--- src/rtl/swd_seq_pkg.sv ---
package swd_seq_pkg;
  typedef enum logic {
    PH_LOW  = 1'b0,
    PH_HIGH = 1'b1
  } phase_e;

  localparam int unsigned CMD_W       = 7;
  localparam int unsigned CMD_CNT_W   = 6;
  localparam int unsigned CMD_DIR_BIT = 6;
  localparam int unsigned MAX_SHORT   = 64;
endpackage

--- src/rtl/swd_half_timer.sv ---
module swd_half_timer #(
  parameter int unsigned DIV_W = 8
) (
  input  logic             clk_i,
  input  logic             rst_ni,
  input  logic             load_i,
  input  logic [DIV_W-1:0] div_i,
  input  logic             run_i,
  output logic             tick_o
);
  logic [DIV_W-1:0] div_q;
  logic [DIV_W-1:0] cnt_q;

  assign tick_o = run_i && (cnt_q == div_q);

  always_ff @(posedge clk_i or negedge rst_ni) begin
    if (!rst_ni) begin
      div_q <= '0;
      cnt_q <= '0;
    end else if (load_i) begin
      div_q <= div_i;
      cnt_q <= '0;
    end else if (tick_o) begin
      cnt_q <= '0;
    end else if (run_i) begin
      cnt_q <= cnt_q + 1'b1;
    end
  end

  AST_CNT_WITHIN_DIV: assert property (@(posedge clk_i) disable iff (!rst_ni)
    run_i |-> cnt_q <= div_q);
endmodule

--- src/rtl/swd_byte_shifter.sv ---
module swd_byte_shifter (
  input  logic       clk_i,
  input  logic       rst_ni,
  input  logic       load_i,
  input  logic       shift_i,
  input  logic       sample_i,
  input  logic       emit_i,
  input  logic [2:0] emit_shift_i,
  input  logic [7:0] wr_byte_i,
  input  logic       sdi_i,
  output logic       sdo_o,
  output logic [7:0] rd_byte_o,
  output logic       rd_valid_o
);
  logic [7:0] sh_q;

  always_ff @(posedge clk_i or negedge rst_ni) begin
    if (!rst_ni) begin
      sh_q  <= '0;
      sdo_o <= 1'b1;
    end else if (load_i) begin
      sh_q  <= {1'b0, wr_byte_i[7:1]};
      sdo_o <= wr_byte_i[0];
    end else if (shift_i) begin
      sh_q  <= {1'b0, sh_q[7:1]};
      sdo_o <= sh_q[0];
    end else if (sample_i) begin
      sh_q  <= {sdi_i, sh_q[7:1]};
    end
  end

  // partial last byte: drop stale low bits, top fills with zero
  always_ff @(posedge clk_i or negedge rst_ni) begin
    if (!rst_ni) begin
      rd_byte_o  <= '0;
      rd_valid_o <= 1'b0;
    end else begin
      rd_valid_o <= emit_i;
      if (emit_i) rd_byte_o <= sh_q >> emit_shift_i;
    end
  end

  AST_LOAD_NOT_SAMPLE: assert property (@(posedge clk_i) disable iff (!rst_ni)
    !(load_i && sample_i));
  AST_EMIT_NOT_SHIFT: assert property (@(posedge clk_i) disable iff (!rst_ni)
    emit_i |-> !shift_i && !load_i);
endmodule

--- src/rtl/swd_seq_engine.sv ---
module swd_seq_engine
  import swd_seq_pkg::*;
#(
  parameter int unsigned CNT_W = 32,
  parameter int unsigned DIV_W = 8,
  localparam int unsigned IDX_W = CNT_W - 3
) (
  input  logic             clk_i,
  input  logic             rst_ni,
  input  logic             start_i,
  input  logic [CMD_W-1:0] cmd_i,
  input  logic             line_mode_i,
  input  logic [CNT_W-1:0] line_len_i,
  input  logic [DIV_W-1:0] div_i,
  output logic [IDX_W-1:0] wr_idx_o,
  input  logic [7:0]       wr_data_i,
  output logic [7:0]       rd_data_o,
  output logic [IDX_W-1:0] rd_idx_o,
  output logic             rd_valid_o,
  output logic             busy_o,
  output logic             done_o,
  output logic             swclk_o,
  output logic             swdio_o,
  output logic             swdio_oe_o,
  input  logic             swdio_i
);
  logic             busy_q, done_q, swclk_q, oe_q, cap_q;
  phase_e           phase_q;
  logic [CNT_W-1:0] left_q;
  logic [2:0]       pos_q;
  logic [IDX_W-1:0] wr_idx_q, rd_cnt_q, rd_idx_q;

  logic             start_ok, cap_new, tick, end_low, end_high, last, byte_end;
  logic [CNT_W-1:0] total;
  logic [CMD_CNT_W-1:0] cnt_field;
  logic             ld, sh, smp, emit;

  assign cnt_field = cmd_i[CMD_CNT_W-1:0];
  assign start_ok  = start_i && !busy_q;
  assign cap_new   = cmd_i[CMD_DIR_BIT] && !line_mode_i;

  always_comb begin
    if (line_mode_i)         total = line_len_i;
    else if (cnt_field == 0) total = CNT_W'(MAX_SHORT);
    else                     total = CNT_W'(cnt_field);
  end

  swd_half_timer #(.DIV_W(DIV_W)) u_timer (
    .clk_i  (clk_i),
    .rst_ni (rst_ni),
    .load_i (start_ok),
    .div_i  (div_i),
    .run_i  (busy_q),
    .tick_o (tick)
  );

  assign end_low  = busy_q && (phase_q == PH_LOW) && tick;
  assign end_high = busy_q && (phase_q == PH_HIGH) && tick;
  assign last     = (left_q == CNT_W'(1));
  assign byte_end = (pos_q == 3'd7);

  assign ld   = (start_ok && !cap_new) || (end_high && !last && byte_end && !cap_q);
  assign sh   = end_high && !last && !byte_end && !cap_q;
  assign smp  = end_low && cap_q;
  assign emit = end_high && cap_q && (byte_end || last);

  swd_byte_shifter u_shift (
    .clk_i        (clk_i),
    .rst_ni       (rst_ni),
    .load_i       (ld),
    .shift_i      (sh),
    .sample_i     (smp),
    .emit_i       (emit),
    .emit_shift_i (3'd7 - pos_q),
    .wr_byte_i    (wr_data_i),
    .sdi_i        (swdio_i),
    .sdo_o        (swdio_o),
    .rd_byte_o    (rd_data_o),
    .rd_valid_o   (rd_valid_o)
  );

  always_ff @(posedge clk_i or negedge rst_ni) begin
    if (!rst_ni) begin
      busy_q   <= 1'b0;
      done_q   <= 1'b0;
      swclk_q  <= 1'b1;
      oe_q     <= 1'b1;
      cap_q    <= 1'b0;
      phase_q  <= PH_LOW;
      left_q   <= '0;
      pos_q    <= '0;
    end else begin
      done_q <= end_high && last;
      if (start_ok) begin
        busy_q  <= 1'b1;
        swclk_q <= 1'b0;
        oe_q    <= !cap_new;
        cap_q   <= cap_new;
        phase_q <= PH_LOW;
        left_q  <= total;
        pos_q   <= '0;
      end else if (end_low) begin
        swclk_q <= 1'b1;
        phase_q <= PH_HIGH;
      end else if (end_high) begin
        left_q <= left_q - 1'b1;
        pos_q  <= pos_q + 1'b1;
        if (last) begin
          busy_q <= 1'b0;
          oe_q   <= 1'b1;
        end else begin
          swclk_q <= 1'b0;
          phase_q <= PH_LOW;
        end
      end
    end
  end

  always_ff @(posedge clk_i or negedge rst_ni) begin
    if (!rst_ni) begin
      wr_idx_q <= '0;
      rd_cnt_q <= '0;
      rd_idx_q <= '0;
    end else begin
      if (end_high && last)  wr_idx_q <= '0;
      else if (ld)           wr_idx_q <= wr_idx_q + 1'b1;
      if (start_ok)          rd_cnt_q <= '0;
      else if (emit)         rd_cnt_q <= rd_cnt_q + 1'b1;
      if (emit)              rd_idx_q <= rd_cnt_q;
    end
  end

  assign wr_idx_o   = wr_idx_q;
  assign rd_idx_o   = rd_idx_q;
  assign busy_o     = busy_q;
  assign done_o     = done_q;
  assign swclk_o    = swclk_q;
  assign swdio_oe_o = oe_q;

  AST_DONE_PULSE: assert property (@(posedge clk_i) disable iff (!rst_ni)
    done_o |=> !done_o);
  AST_DONE_ENDS_BUSY: assert property (@(posedge clk_i) disable iff (!rst_ni)
    done_o |-> !busy_o && $past(busy_o));
  AST_CLK_IDLE_HIGH: assert property (@(posedge clk_i) disable iff (!rst_ni)
    !busy_o |-> swclk_o);
  AST_OE_OFF_CAPTURE: assert property (@(posedge clk_i) disable iff (!rst_ni)
    busy_o && cap_q |-> !swdio_oe_o);
  AST_DOUT_HELD_HIGH: assert property (@(posedge clk_i) disable iff (!rst_ni)
    busy_o && swclk_o |-> $stable(swdio_o));
  AST_RD_CAPTURE_ONLY: assert property (@(posedge clk_i) disable iff (!rst_ni)
    rd_valid_o |-> cap_q);
  AST_LEFT_NONZERO: assert property (@(posedge clk_i) disable iff (!rst_ni)
    busy_q |-> left_q != '0);
  AST_WR_IDX_IDLE: assert property (@(posedge clk_i) disable iff (!rst_ni)
    !busy_o |-> wr_idx_o == '0);
endmodule

--- config.mk ---
export PLATFORM = sky130hd
export DESIGN_NAME = swd_seq_engine
export DESIGN_NICKNAME = d
export VERILOG_FILES = /design/src/rtl/swd_seq_pkg.sv /design/src/rtl/swd_half_timer.sv /design/src/rtl/swd_byte_shifter.sv /design/src/rtl/swd_seq_engine.sv
export SDC_FILE = /design/constraint.sdc
export NUM_CORES = 1
export LEC_CHECK = 0
export BUFFER_PORTS_ARGS = -buffer_cell sky130_fd_sc_hd__buf_2
export CAP_MARGIN = 40
export CELL_PAD_IN_SITES_DETAIL_PLACEMENT = 0
export CELL_PAD_IN_SITES_GLOBAL_PLACEMENT = 1
export CORE_MARGIN = 1
export CORE_UTILIZATION = 43
export DETAILED_ROUTE_END_ITERATION = 10
export PLACE_DENSITY = 0.89
export SYNTH_ARGS = -nofsm -noshare
export SYNTH_HDL_FRONTEND = slang
export SYNTH_SLANG_ARGS = --single-unit
--- constraint.sdc ---
create_clock -name clk_i -period 3.4 [get_ports clk_i]
set_input_delay 0.17 -clock clk_i [delete_from_list [all_inputs] [get_ports clk_i]]
set_output_delay 0.17 -clock clk_i [all_outputs]
set_load 0.05 [all_outputs]
Word level (Yosys, flattened, before mapping)
Cells that the tools add are included.
Cells by class
  $add $sub $neg: 6
  bitwise logic cells: 1
  multiplexer cells: 32
  reductions and logical operators: 37
  shift operators: 1
  equal/unequal tests: 5
Operator list (number)
  32-bit two-way mux: 4
  29-bit two-way mux: 4
  29-bit by 1-bit adder with 29-bit output, second input constant: 2
  8-bit two-way mux: 6
  32-bit by 1-bit == test with 1-bit output, second input constant: 1
  32-bit by 1-bit subtractor with 32-bit output, second input constant: 1
  1-bit logical AND: 17
  1-bit two-way mux: 14
  2-bit nonzero test: 5
  3-bit two-way mux: 3
  3-bit nonzero test: 3
  8-bit by 1-bit adder with 8-bit output, second input constant: 1
  8-bit == test: 1
  8-bit by 3-bit >> shifter with 8-bit output: 1
  7-bit two-way mux: 1
  1-bit logical NOT: 6
  6-bit logical NOT: 1
  2-bit AND reduction: 2
  3-bit by 1-bit adder with 3-bit output, second input constant: 1
  3-bit == test, second input constant: 1
  3-bit != test, second input constant: 1
  3-bit AND reduction: 1
  3-bit subtractor, first input constant: 1
  1-bit logical OR: 2
  2 further kinds: 2
Word-level totals
  word-level logic and storage cells: 99
  bits in registers: 162
  input bits: 60
  output and inout port bits: 72

Depth between registers and ports, before layout
Gate-level depths: netlist of run 1.
  word-level depth: 9
  mapped depth: 10
  mapped depth without buffers: 8

Cells and area by module
A second synthesis of run 1 with hierarchy kept.
Second synthesis, totals
  cell total of the unflattened synthesis: 887
  area total of the unflattened synthesis: 8426.8 um2
Modules (own cells, without submodules)
  swd_seq_engine: seq. area each 3205.6 um2, cells each 730, instances 1, area each 6658.9 um2
  swd_byte_shifter: seq. area each 451.7 um2, cells each 89, instances 1, area each 963.4 um2
  swd_half_timer: seq. area each 400.4 um2, cells each 68, instances 1, area each 804.5 um2

Worst setup path before layout of run 1
No wires, ideal clock.
  kind: register -> register
  from: register busy_q, in the netlist busy_o
  to: register wr_idx_q[13], in the netlist wr_idx_o[13]
  setup time: 0.078 ns
  data arrival time: 2.747 ns
  required time: 3.322 ns
  stages on the path, launching flop included: 8
  slack: 0.575 ns
  clock period less this slack: 2.825 ns
  path buffers: 1
  cells stage by stage: dfrtp_1 -> inv_1 -> nor4_2 -> nand3_1 -> o41a_1 -> clkbuf_1 -> or4_1 -> a21oi_1
Between the ends
  cells in the longest elaborated chain, start to end: 7
  elaborated cells between the ends (all ways): 13
  those cells by class: mux (1); reduce/logical (12)
RTL lines
  start, declared: RTL line swd_seq_engine.sv:27  | logic busy_q, done_q, swclk_q, oe_q, cap_q;
  start signal, assigned: RTL line swd_seq_engine.sv:84  | busy_q <= 1'b0;
  start signal, assigned: RTL line swd_seq_engine.sv:95  | busy_q <= 1'b1;
  start signal, assigned: RTL line swd_seq_engine.sv:109  | busy_q <= 1'b0;
  1-bit logical AND, on equally long branches: RTL line swd_seq_engine.sv:58, swd_half_timer.sv:14
  1-bit logical AND: RTL line swd_seq_engine.sv:58  | assign end_high = busy_q && (phase_q == PH_HIGH) && tick;
  1-bit logical AND (3 in series): RTL line swd_seq_engine.sv:62  | assign ld = (start_ok && !cap_new) || (end_high && !last && byte_end && !cap_q);
  1-bit logical OR: RTL line swd_seq_engine.sv:62
  2-bit nonzero test (no line)
  end signal, assigned: RTL line swd_seq_engine.sv:126  | else if (ld) wr_idx_q <= wr_idx_q + 1'b1;
  end, declared: RTL line swd_seq_engine.sv:31  | logic [IDX_W-1:0] wr_idx_q, rd_cnt_q, rd_idx_q;
Several ways; a longest one is shown, not always the timed one.
A chain may end at the register's enable or synchronous reset.

Worst setup path after layout of run 1
  from: register u_timer.cnt_q[0]
  to: register wr_idx_q[28], in the netlist wr_idx_o[28]
Between the ends
  cells in the longest elaborated chain, start to end: 8
  elaborated cells between the ends (all ways): 10
  those cells by class: eq/ne (1); mux (1); reduce/logical (8)
RTL lines
  start, declared: RTL line swd_half_timer.sv:12  | logic [DIV_W-1:0] cnt_q;
  start signal, assigned: RTL line swd_half_timer.sv:26  | cnt_q <= cnt_q + 1'b1;
  8-bit == test *: RTL line swd_half_timer.sv:14  | assign tick_o = run_i && (cnt_q == div_q);
  1-bit logical AND *: RTL line swd_half_timer.sv:14
  1-bit logical AND *: RTL line swd_seq_engine.sv:58
  1-bit logical AND (3 in series): RTL line swd_seq_engine.sv:62
  1-bit logical OR: RTL line swd_seq_engine.sv:62
  2-bit nonzero test (no line)
Mark *: on every way between the ends. The rest lies on a longest branch, timed or not.

==> results.py, run 1 <==
metrics = {
    "clock_tree": {
        "clk_pin_slew_ns": 0.07,
        "cts_inserted_buffers": 17,
        "clockBufferDepth": 2,
        "cts_tree": "done",
        "ctsHoldBuffers": 24,
        "clock_sinks": 162,
        "clock_latency_ns": 0.43,
        "root_buffer": "clkbuf_16",
        "post-cts-setup-buffers": 0,
        "cts-resized-gates": 0,
        "htreeDepth": 4,
    },
    "detailed_routing": {
        "drt_iter0_markers": 589,
        "ant_nets": 0,
        "wl_per_cell_um": 15.9,
        "drc": 0,
        "num_vias": 7252,
        "via_per_inst": 5.59,
        "dr.pass1.iters": 5,
        "routed_wl_um": 20700,
    },
    "finish": {
        "multiInputGateArea_sq_um": 3960,
        "fin_util_pct": 54.0,
        "layout-drive-gt1-share_pct": 19.9,
        "n_fill_cell": 1763,
        "area_growth_pct": 22.4,
        "final_nets": 1117,
        "regArea_sq_um": 4060,
    },
    "worst_hold_path": {
        "hold_path_end": "left_q[5]",
        "min_from": "line_len_i[5]",
        "hold_depth": 3,
        "min_path_type": "input port to register",
    },
    "synth": {
        "syn-num-nets": 970,
        "synthTopCellsByArea": "dfrtp_1 (48%), nand2_1 (7.6%), a21oi_1 (4.7%), o31ai_1 (3.6%), o21ai_0 (3.1%)",
        "synth_edf_count": 0,
        "seq_area_frac_synth_pct": 49.0,
        "synth-main-ff-cell": "dfrtp_1",
        "syn-instance-count": 903,
        "yosysMostFrequentCell": "nand2_1",
        "synth_common_cells": "nand2_1 (167), dfrtp_1 (159), a21oi_1 (78), o21ai_0 (52), nor2_1 (41)",
        "yosys.area.top_type": "dfrtp_1",
        "synth_cell_types": 57,
        "async_flop_share_pct": 100,
        "netlist_area_sq_um": 8280,
        "syn_avg_cell_area_sq_um": 9.17,
        "ys_ff_latch": 162,
        "synth_top_area_share_pct": 48.0,
        "synth_warnings": 0,
    },
    "setup_path": {
        "r2r_slack_ns": 0.52,
        "max_stage_delay_ns": 0.63,
        "slowest_stage": "o41a_2",
        "crit_required_ns": 3.72,
        "r2r-end": "wr_idx_o[28]",
        "critPathMaxFanout": 54,
        "cp-end-kind": "register",
        "critPathLaunchType": "register",
        "r2r_start": "u_timer.cnt_q[0]",
        "cp_cell_sequence": "xor2_1 > nor3_1 > nand3_1 > o41a_2 > buf_12 > or4b_1 > mux2i_1",
        "critPathKind": "register to register",
        "reg2regPathDepth": 7,
        "worst_ep_arrival_time_ns": 3.19,
    },
    "global_route": {
        "grt_antenna_before_repair": 3,
        "grt_pass1_vias": 7008,
        "grt_overflow": 0,
        "grt-busiest-layer": "met2",
        "use_met3_pct": 3.97,
        "use_met2_pct": 33.5,
        "use_met1_pct": 30.6,
        "grt_max_degree": 75,
        "grt_use_total_pct": 21.9,
        "grt_pass1_wl_um": 34900,
    },
    "timing": {
        "tightest_slew_ns": 0.741,
        "post-route-min-period_ns": 2.88,
        "report.final.slew_viol_count": 0,
        "min_period_over_period_pct": 84.6,
        "finalHoldViolations": 0,
        "max_freq_ghz": 0.348,
        "max_slew_margin_pct": 50.2,
        "setup_viol": 0,
        "tns_ns": 0,
        "finClkSkew_ns": 0.00987,
        "rsz0062_at_grt": "false",
    },
    "placed_design": {
        "numPortBuffers": 131,
        "dp_hpwl_um": 13800,
        "gp_congestion": 0.852,
    },
    "floorplan": {
        "core-area_sq_um": 18800,
        "die_x_um": 141,
        "dieHeight_um": 141,
        "die_area_sq_um": 19800,
        "initial_core_util_pct": 44.1,
        "pin_count": 132,
        "rows": 50,
    },
    "pwr": {
        "p_per_area_nw_per_um2": 594,
        "leakagePower_uw": 0.00447,
        "ir_drop_uv": 372,
    },
    "flow_run": {
        "cap_violations": 0,
    },
    "status": {
        "run_status": "complete, no violations",
    },
}
## power by group
| group | total [uW] | internal, uW | switching (uW) | leakage [uW] |
|---|---|---|---|---|
| clock | 2060 | 1270 | 795 | 0.000301 |
| combinational | 1420 | 543 | 880 | 0.00220 |
| sequential | 2540 | 2220 | 319 | 0.00197 |
## critical path, delay by kind of cell (launching register included)
family                    cells  cell delay (ns)
buffers and inverters         1             0.22
DFF                           1             0.43
xor gates and xnor gates      1             0.18
AOI/OAI and AO/OA             1             0.63
and+or+nand+nor               3             1.12
muxes                         1             0.14
## final cells by class
| type | instances | share of cell area, % |
|---|---|---|
| Clock inverter | 12 | 1.80 |
| Clock buffer | 19 | 4.47 |
| Multi-Input combinational cell | 670 | 39.1 |
| Antenna cell | 2 | 0.0494 |
| Timing Repair Buffer | 179 | 10.9 |
| Tap cell | 234 | 2.89 |
| Inverter | 20 | 0.741 |
| Sequential cell | 162 | 40.0 |
## layout by cell type (no fill, tap or decap), types with 9 or more instances in the layout
cell	n
nand2_1	167
dfrtp_1	159
buf_2	130
a21oi_1	78
o21ai_0	52
nor2_1	41
nand3_1	40
o31ai_1	40
or4_1	32
dlygate4sd3_1	24
buf_4	22
xor2_1	21
or3_1	21
inv_1	20
nor4_1	20
nand4_1	19
mux2i_1	17
clkbuf_16	17
xnor2_1	14
nor3_1	12
mux2_2	9
and3_1	9
## sequential cells by signal, indices dropped and copies added, names as in the netlist, 3 cells and up
name and count:
left_q 32, pos_q 3, rd_cnt_q 29, rd_idx_o 29, u_shift.rd_byte_o 8, u_shift.sh_q 8
u_timer.cnt_q 8, u_timer.div_q 8, wr_idx_o 29
## routing by layer
metal	wire length (um)	part of all wire, %	up-vias
met3	855	4.1	38
met4	590	2.9	2
li1	-	-	3577
met1	9900	48	3447
met2	9320	45	188
met5	13	0.063	-
## metrics by stage
| step | hold slack, ns | setup WS (ns) | power, uW | instances | instance area (sq um) |
|---|---|---|---|---|---|
| global route | 0.0171 | 0.321 | 6350 | 1298 | 10100 |
| floorplan | -0.126 | 0.575 | 3540 | 903 | 8280 |
| detailed placement | 0.242 | 0.559 | 3960 | 1241 | 9250 |
| CTS | 0.000923 | 0.540 | 6070 | 1296 | 10100 |
| finish | 0.0126 | 0.522 | 6020 | 1298 | 10100 |
| global placement | 0.239 | 0.572 | 3920 | 1241 | 9250 |
## worst max-delay path by stage
stage	startpoint	to	cells past startpoint	slack [ns]
4_1_cts	u_timer.cnt_q[0]	wr_idx_o[28]	7	0.54
3_3_place_gp	left_q[26]	rd_idx_o[6]	8	0.57
2_1_floorplan	busy_o	wr_idx_o[13]	7	0.57
5_1_grt	u_timer.cnt_q[6]	wr_idx_o[28]	7	0.32
6_report	u_timer.cnt_q[0]	wr_idx_o[28]	7	0.52
3_5_place_dp	left_q[27]	rd_cnt_q[14]	8	0.56
## cells by family after synthesis
family,share of synthesized area (%)
AO/OA/AOI/OAI,14.9
flip-flops,49.0
AND/OR/NAND/NOR,23.7
buffers and inverters,3.40
XOR/XNOR,3.70
multiplexers,4.23
adder cells (fa/ha/maj),1.06
No activity file was read; power rests on OpenSTA's default activity.
==> run 2, diff against run 1 <==
- clock period: 3.4 -> 2.8 ns (I/O delays scaled with it)
==> results.py, run 2 (synthesis results as in run 1) <==
metrics = {
    "timing": {
        "tightest_slew_ns": 0.740,
        "post-route-min-period_ns": 2.77,
        "rsz0062_at_grt": "true",
        "setup_viol": 0,
        "min_period_over_period_pct": 98.9,
        "tns_ns": 0,
        "report.final.slew_viol_count": 0,
        "finClkSkew_ns": 0.00721,
        "max_slew_margin_pct": 50.6,
        "timing.hold.ws_ns": 0.0163,
        "finalHoldViolations": 0,
        "max_freq_ghz": 0.361,
    },
    "finish": {
        "area_growth_pct": 25.6,
        "finish.instance_area_sq_um": 10400,
        "largest_reg_flops": 32,
        "antenna-diode-count": 0,
        "regMostFlops": "left_q",
        "n_fill_cell": 1707,
        "layout_commonest_cell": "nand2_1",
        "fin_cells": 1325,
        "regArea_sq_um": 4060,
        "layout_common_cells": "nand2_1 (167), dfrtp_1 (158), buf_2 (130)",
        "final_nets": 1145,
        "layout-drive-gt1-share_pct": 22.8,
        "multiInputGateArea_sq_um": 4020,
    },
    "clock_tree": {
        "clock_sinks": 162,
        "clk_pin_slew_ns": 0.07,
        "clockBufferDepth": 2,
        "htreeDepth": 4,
        "root_buffer": "clkbuf_16",
        "cts_inserted_buffers": 17,
        "clock_latency_ns": 0.42,
        "cts_tree": "done",
    },
    "placed_design": {
        "gp_congestion": 0.831,
        "dp_cells": 1259,
        "postPlaceCellArea_sq_um": 9420,
        "dp_hpwl_um": 14200,
        "numPortBuffers": 131,
    },
    "global_route": {
        "grt_max_degree": 79,
        "grt_overflow": 0,
        "grt_antenna_before_repair": 0,
        "grt_use_total_pct": 21.7,
        "grt_pass1_vias": 7109,
        "grt_pass1_wl_um": 34600,
    },
    "floorplan": {
        "die_area_sq_um": 19800,
        "core-area_sq_um": 18800,
        "dieHeight_um": 141,
        "initial_core_util_pct": 44.1,
        "rows": 50,
        "pin_count": 132,
        "die_x_um": 141,
    },
    "detailed_routing": {
        "drc": 0,
        "via_per_inst": 5.59,
        "dr.pass1.iters": 5,
        "routed_wl_um": 21200,
        "ant_nets": 0,
        "wl_per_cell_um": 16.0,
        "drt_iter0_markers": 506,
        "num_vias": 7401,
    },
    "pwr": {
        "pwr-share-comb_pct": 25.9,
        "ir_drop_uv": 549,
        "leakagePower_uw": 0.00459,
        "seq_power_share_pct": 42.4,
        "total_power_uw": 7190,
        "netSwitchingPower_uw": 2500,
        "power_frac_clock_pct": 31.7,
        "internal-power_uw": 4680,
        "switching_share_pct": 34.8,
        "p_per_area_nw_per_um2": 691,
    },
    "setup_path": {
        "critPathKind": "register to register",
        "crit_required_ns": 3.15,
        "worst_ep_arrival_time_ns": 3.12,
        "critPathLaunchType": "register",
        "critPathMaxFanout": 7,
        "cp-end-kind": "register",
    },
    "worst_hold_path": {
        "min_path_type": "input port to register",
    },
    "flow_run": {
        "cap_violations": 0,
    },
    "status": {
        "run_status": "complete, no violations",
    },
}
==> run 2: changes by cell type in the layout (fill, tap and decap cells not counted), moves of 3 or more <==
cell / before / now
buf_4: 22 / 41
buf_6: 1 / 5
a21oi_1: 78 / 75
a21oi_2: 0 / 3
bufinv_16: 4 / 1
==> run 2: per-layer routing <==
metal	track usage (%)	vias up	routed length [um]
li1	-	3636	-
met1	29.8	3544	10000
met2	34.7	194	9940
met3	3.74	27	873
met4	7.09	0	367
met5	0	-	0
==> run 2: power groups by stage <==
stage	Combinational [uW]	Sequential (uW)	Clock, uW
finish	1860	3050	2270
global placement	1760	3080	0
global route	2060	3100	2410
detailed placement	1800	3090	0
floorplan	994	3300	0
CTS	1840	3050	2320
==> run 2: critical path, stage by stage (launching register included) <==
cell and delay [ns]:
dfrtp_1 0.38, or4_4 0.55, or3_4 0.37, nor4_4 0.24, buf_6 0.18, o2111ai_4 0.15, clkbuf_16 0.21, or4b_4 0.48
a21oi_2 0.14
==> run 2: layout make-up <==
type	count	area share (%)
clock buffer	18	4.22
clock inverter	14	1.28
inverter	20	0.722
multi-input combinational	670	38.7
sequential	162	39.0
tap	234	2.81
timing repair buffer	207	13.3
==> run 2: per-stage QoR <==
stage                     util [%]  setup slack, ns
after global placement        50.2           0.0616
after floorplan                  -           0.0545
final                         55.4           0.0299
after CTS                     54.5          0.00517
after global routing          55.4          -0.0642
after detailed placement      50.2         -0.00839
==> run 2: timing repair <==
item,4_1_cts,5_1_grt
hold buffers,25,1
pin swaps,1,5
gates resized for setup,0,16
setup buffers,0,6
endpoints found under the setup margin,7,68
cloned,0,2
endpoints found under the hold margin,96,1
==> run 2: final timing paths <==
| kind | cells after the start | start | slack (ns) | to |
|---|---|---|---|---|
| hold reg to reg | 2 | rd_idx_o[22] | 0.46 | rd_idx_o[22] |
| min in group asynchronous | 2 | rst_ni | 0.33 | rd_cnt_q[11] |
| setup / recovery | 8 | left_q[27] | 0.03 | rd_cnt_q[25] |
| setup reg to reg | 8 | left_q[27] | 0.03 | rd_cnt_q[25] |
| hold / removal | 3 | line_len_i[15] | 0.02 | left_q[15] |
| max in group asynchronous | 3 | rst_ni | 1.64 | left_q[28] |
==> run 3, diff against run 2 <==
- CORE_UTILIZATION: 43 -> 39
- PLACE_DENSITY: 0.89 -> 0.85
- clock period: 2.8 -> 2.5 ns (I/O delays scaled with it)
==> results.py, run 3 (synthesis results as in run 1) <==
metrics = {
    "status": {
        "run_status": "complete, but fails checks",
        "violations": "negative setup slack",
    },
    "detailed_routing": {
        "dr.pass1.iters": 5,
        "drt_iter0_markers": 461,
        "ant_nets": 0,
        "routed_wl_um": 23600,
        "via_per_inst": 5.43,
        "wl_per_cell_um": 16.4,
        "drc": 0,
        "num_vias": 7792,
    },
    "clock_tree": {
        "clock_sinks": 162,
        "cts_tree": "done",
        "htreeDepth": 4,
        "clock_latency_ns": 0.43,
        "clk_pin_slew_ns": 0.07,
        "clockBufferDepth": 2,
        "cts_inserted_buffers": 17,
        "root_buffer": "clkbuf_16",
    },
    "finish": {
        "final_nets": 1220,
        "area_growth_pct": 41.3,
        "largest_reg_flops": 32,
        "layout_commonest_cell": "nand2_1",
        "regMostFlops": "left_q",
        "layout_common_cells": "nand2_1 (167), dfrtp_1 (153), buf_2 (130)",
        "layout-drive-gt1-share_pct": 34.4,
        "fin_util_pct": 57.1,
        "antenna-diode-count": 0,
    },
    "timing": {
        "post-route-min-period_ns": 2.65,
        "setup_viol": 57,
        "max_slew_margin_pct": 51.7,
        "rsz0062_at_grt": "true",
        "timing.hold.ws_ns": 0.0168,
        "tightest_slew_ns": 0.724,
        "setup_ws_ns": -0.149,
        "max_freq_ghz": 0.378,
        "min_period_over_period_pct": 106,
        "finalHoldViolations": 0,
        "finClkSkew_ns": 0.0117,
        "report.final.slew_viol_count": 0,
    },
    "global_route": {
        "grt_antenna_before_repair": 0,
        "grt_use_total_pct": 21.5,
        "grt_max_degree": 76,
        "grt_overflow": 0,
        "grt_pass1_wl_um": 37500,
        "grt_pass1_vias": 7383,
    },
    "pwr": {
        "internal-power_uw": 5890,
        "ir_drop_uv": 584,
        "switching_share_pct": 32.9,
        "power_frac_clock_pct": 33.1,
        "leakagePower_uw": 0.00523,
        "seq_power_share_pct": 38.4,
        "netSwitchingPower_uw": 2890,
        "p_per_area_nw_per_um2": 751,
        "pwr-share-comb_pct": 28.5,
    },
    "setup_path": {
        "critPathLaunchType": "register",
        "cp-end-kind": "register",
        "critPathKind": "register to register",
        "critPathMaxFanout": 7,
        "worst_ep_arrival_time_ns": 2.99,
        "crit_required_ns": 2.84,
    },
    "worst_hold_path": {
        "min_path_type": "input port to register",
    },
    "floorplan": {
        "core-area_sq_um": 20500,
        "rows": 52,
        "initial_core_util_pct": 40.4,
        "die_x_um": 148,
        "pin_count": 132,
        "dieHeight_um": 148,
        "die_area_sq_um": 21800,
    },
    "placed_design": {
        "dp_hpwl_um": 15200,
        "numPortBuffers": 131,
        "gp_congestion": 0.831,
    },
    "flow_run": {
        "cap_violations": 0,
    },
}
## run 3: changes by cell type in the layout (fill, tap and decap cells not counted), moves of 7 or more
cell / before / now
or4_1: 31 / 9
o31ai_1: 40 / 32
or3_4: 1 / 8
a21oi_1: 75 / 45
dlygate4sd3_1: 26 / 34
or3_1: 21 / 14
a21oi_2: 3 / 33
buf_6: 5 / 12
or4_4: 2 / 24
o31ai_2: 0 / 8
buf_4: 41 / 88
## run 3: stage by stage
| step | std cells | worst slack, ns | setup TNS (ns) | cell area [sq um] | power, uW |
|---|---|---|---|---|---|
| 2_1_floorplan | 903 | -0.200 | -1.72 | 8320 | 4840 |
| 3_3_place_gp | 1342 | -0.183 | -7.77 | 9880 | 5640 |
| 3_5_place_dp | 1342 | -0.281 | -14.80 | 9880 | 5700 |
| 4_1_cts | 1417 | -0.194 | -6.39 | 11100 | 8700 |
| 5_1_grt | 1436 | -0.252 | -10.59 | 11700 | 9260 |
| 6_report | 1436 | -0.149 | -4.45 | 11700 | 8790 |
## run 3: final timing paths
kind                                start            to  slack (ns)  cells past startpoint
max in group asynchronous          rst_ni     left_q[4]        1.42                      3
min in group asynchronous          rst_ni   rd_idx_o[3]        0.29                      2
max                            left_q[27]  rd_cnt_q[13]       -0.15                      8
min                        line_len_i[21]    left_q[21]        0.02                      3
max reg2reg                    left_q[27]  rd_cnt_q[13]       -0.15                      8
min reg2reg                   rd_idx_o[0]   rd_idx_o[0]        0.46                      2
## run 3: layout make-up
class | instances | area (sq um)
repair buffers | 281 | 2130
clock buffers | 20 | 457
well taps | 270 | 338
flip-flops and latches | 162 | 4070
inverters | 20 | 75.1
fillers | 1855 | 8790
multi-input cells | 671 | 4430
clock inverters | 12 | 206
## run 3: what timing repair did
action                                  in CTS  in global routing
gates resized for setup                     24                 93
endpoints found under the setup margin     101                106
endpoints found under the hold margin      103                  0
pin swaps                                   17                 48
setup buffers                                5                 13
cloned                                       4                  6
hold buffers                                34                  0
## run 3: metal layers
| metal | routed length, um | track usage [%] | vias up |
|---|---|---|---|
| li1 | - | - | 3792 |
| met2 | 11100 | 34.2 | 195 |
| met4 | 228 | 4.90 | 0 |
| met1 | 11100 | 30.6 | 3788 |
| met3 | 1120 | 3.55 | 17 |
| met5 | 0 | 0 | - |
## run 3: critical path, cell delays in order, from the launching register on
cell and delay, ns:
dfrtp_1 0.38, or4_4 0.54, or3_4 0.36, nor4_4 0.15, buf_6 0.18, o2111ai_4 0.14, buf_6 0.18, or4_4 0.48
a21oi_2 0.14
## run 3: power by group through the flow
stage / Combinational, uW / Sequential (uW) / Clock [uW]
after floorplan: 1140 / 3700 / 0
after global placement: 2250 / 3380 / 0
after detailed placement: 2300 / 3400 / 0
after CTS: 2370 / 3360 / 2970
after global routing: 2740 / 3430 / 3090
final: 2500 / 3370 / 2910
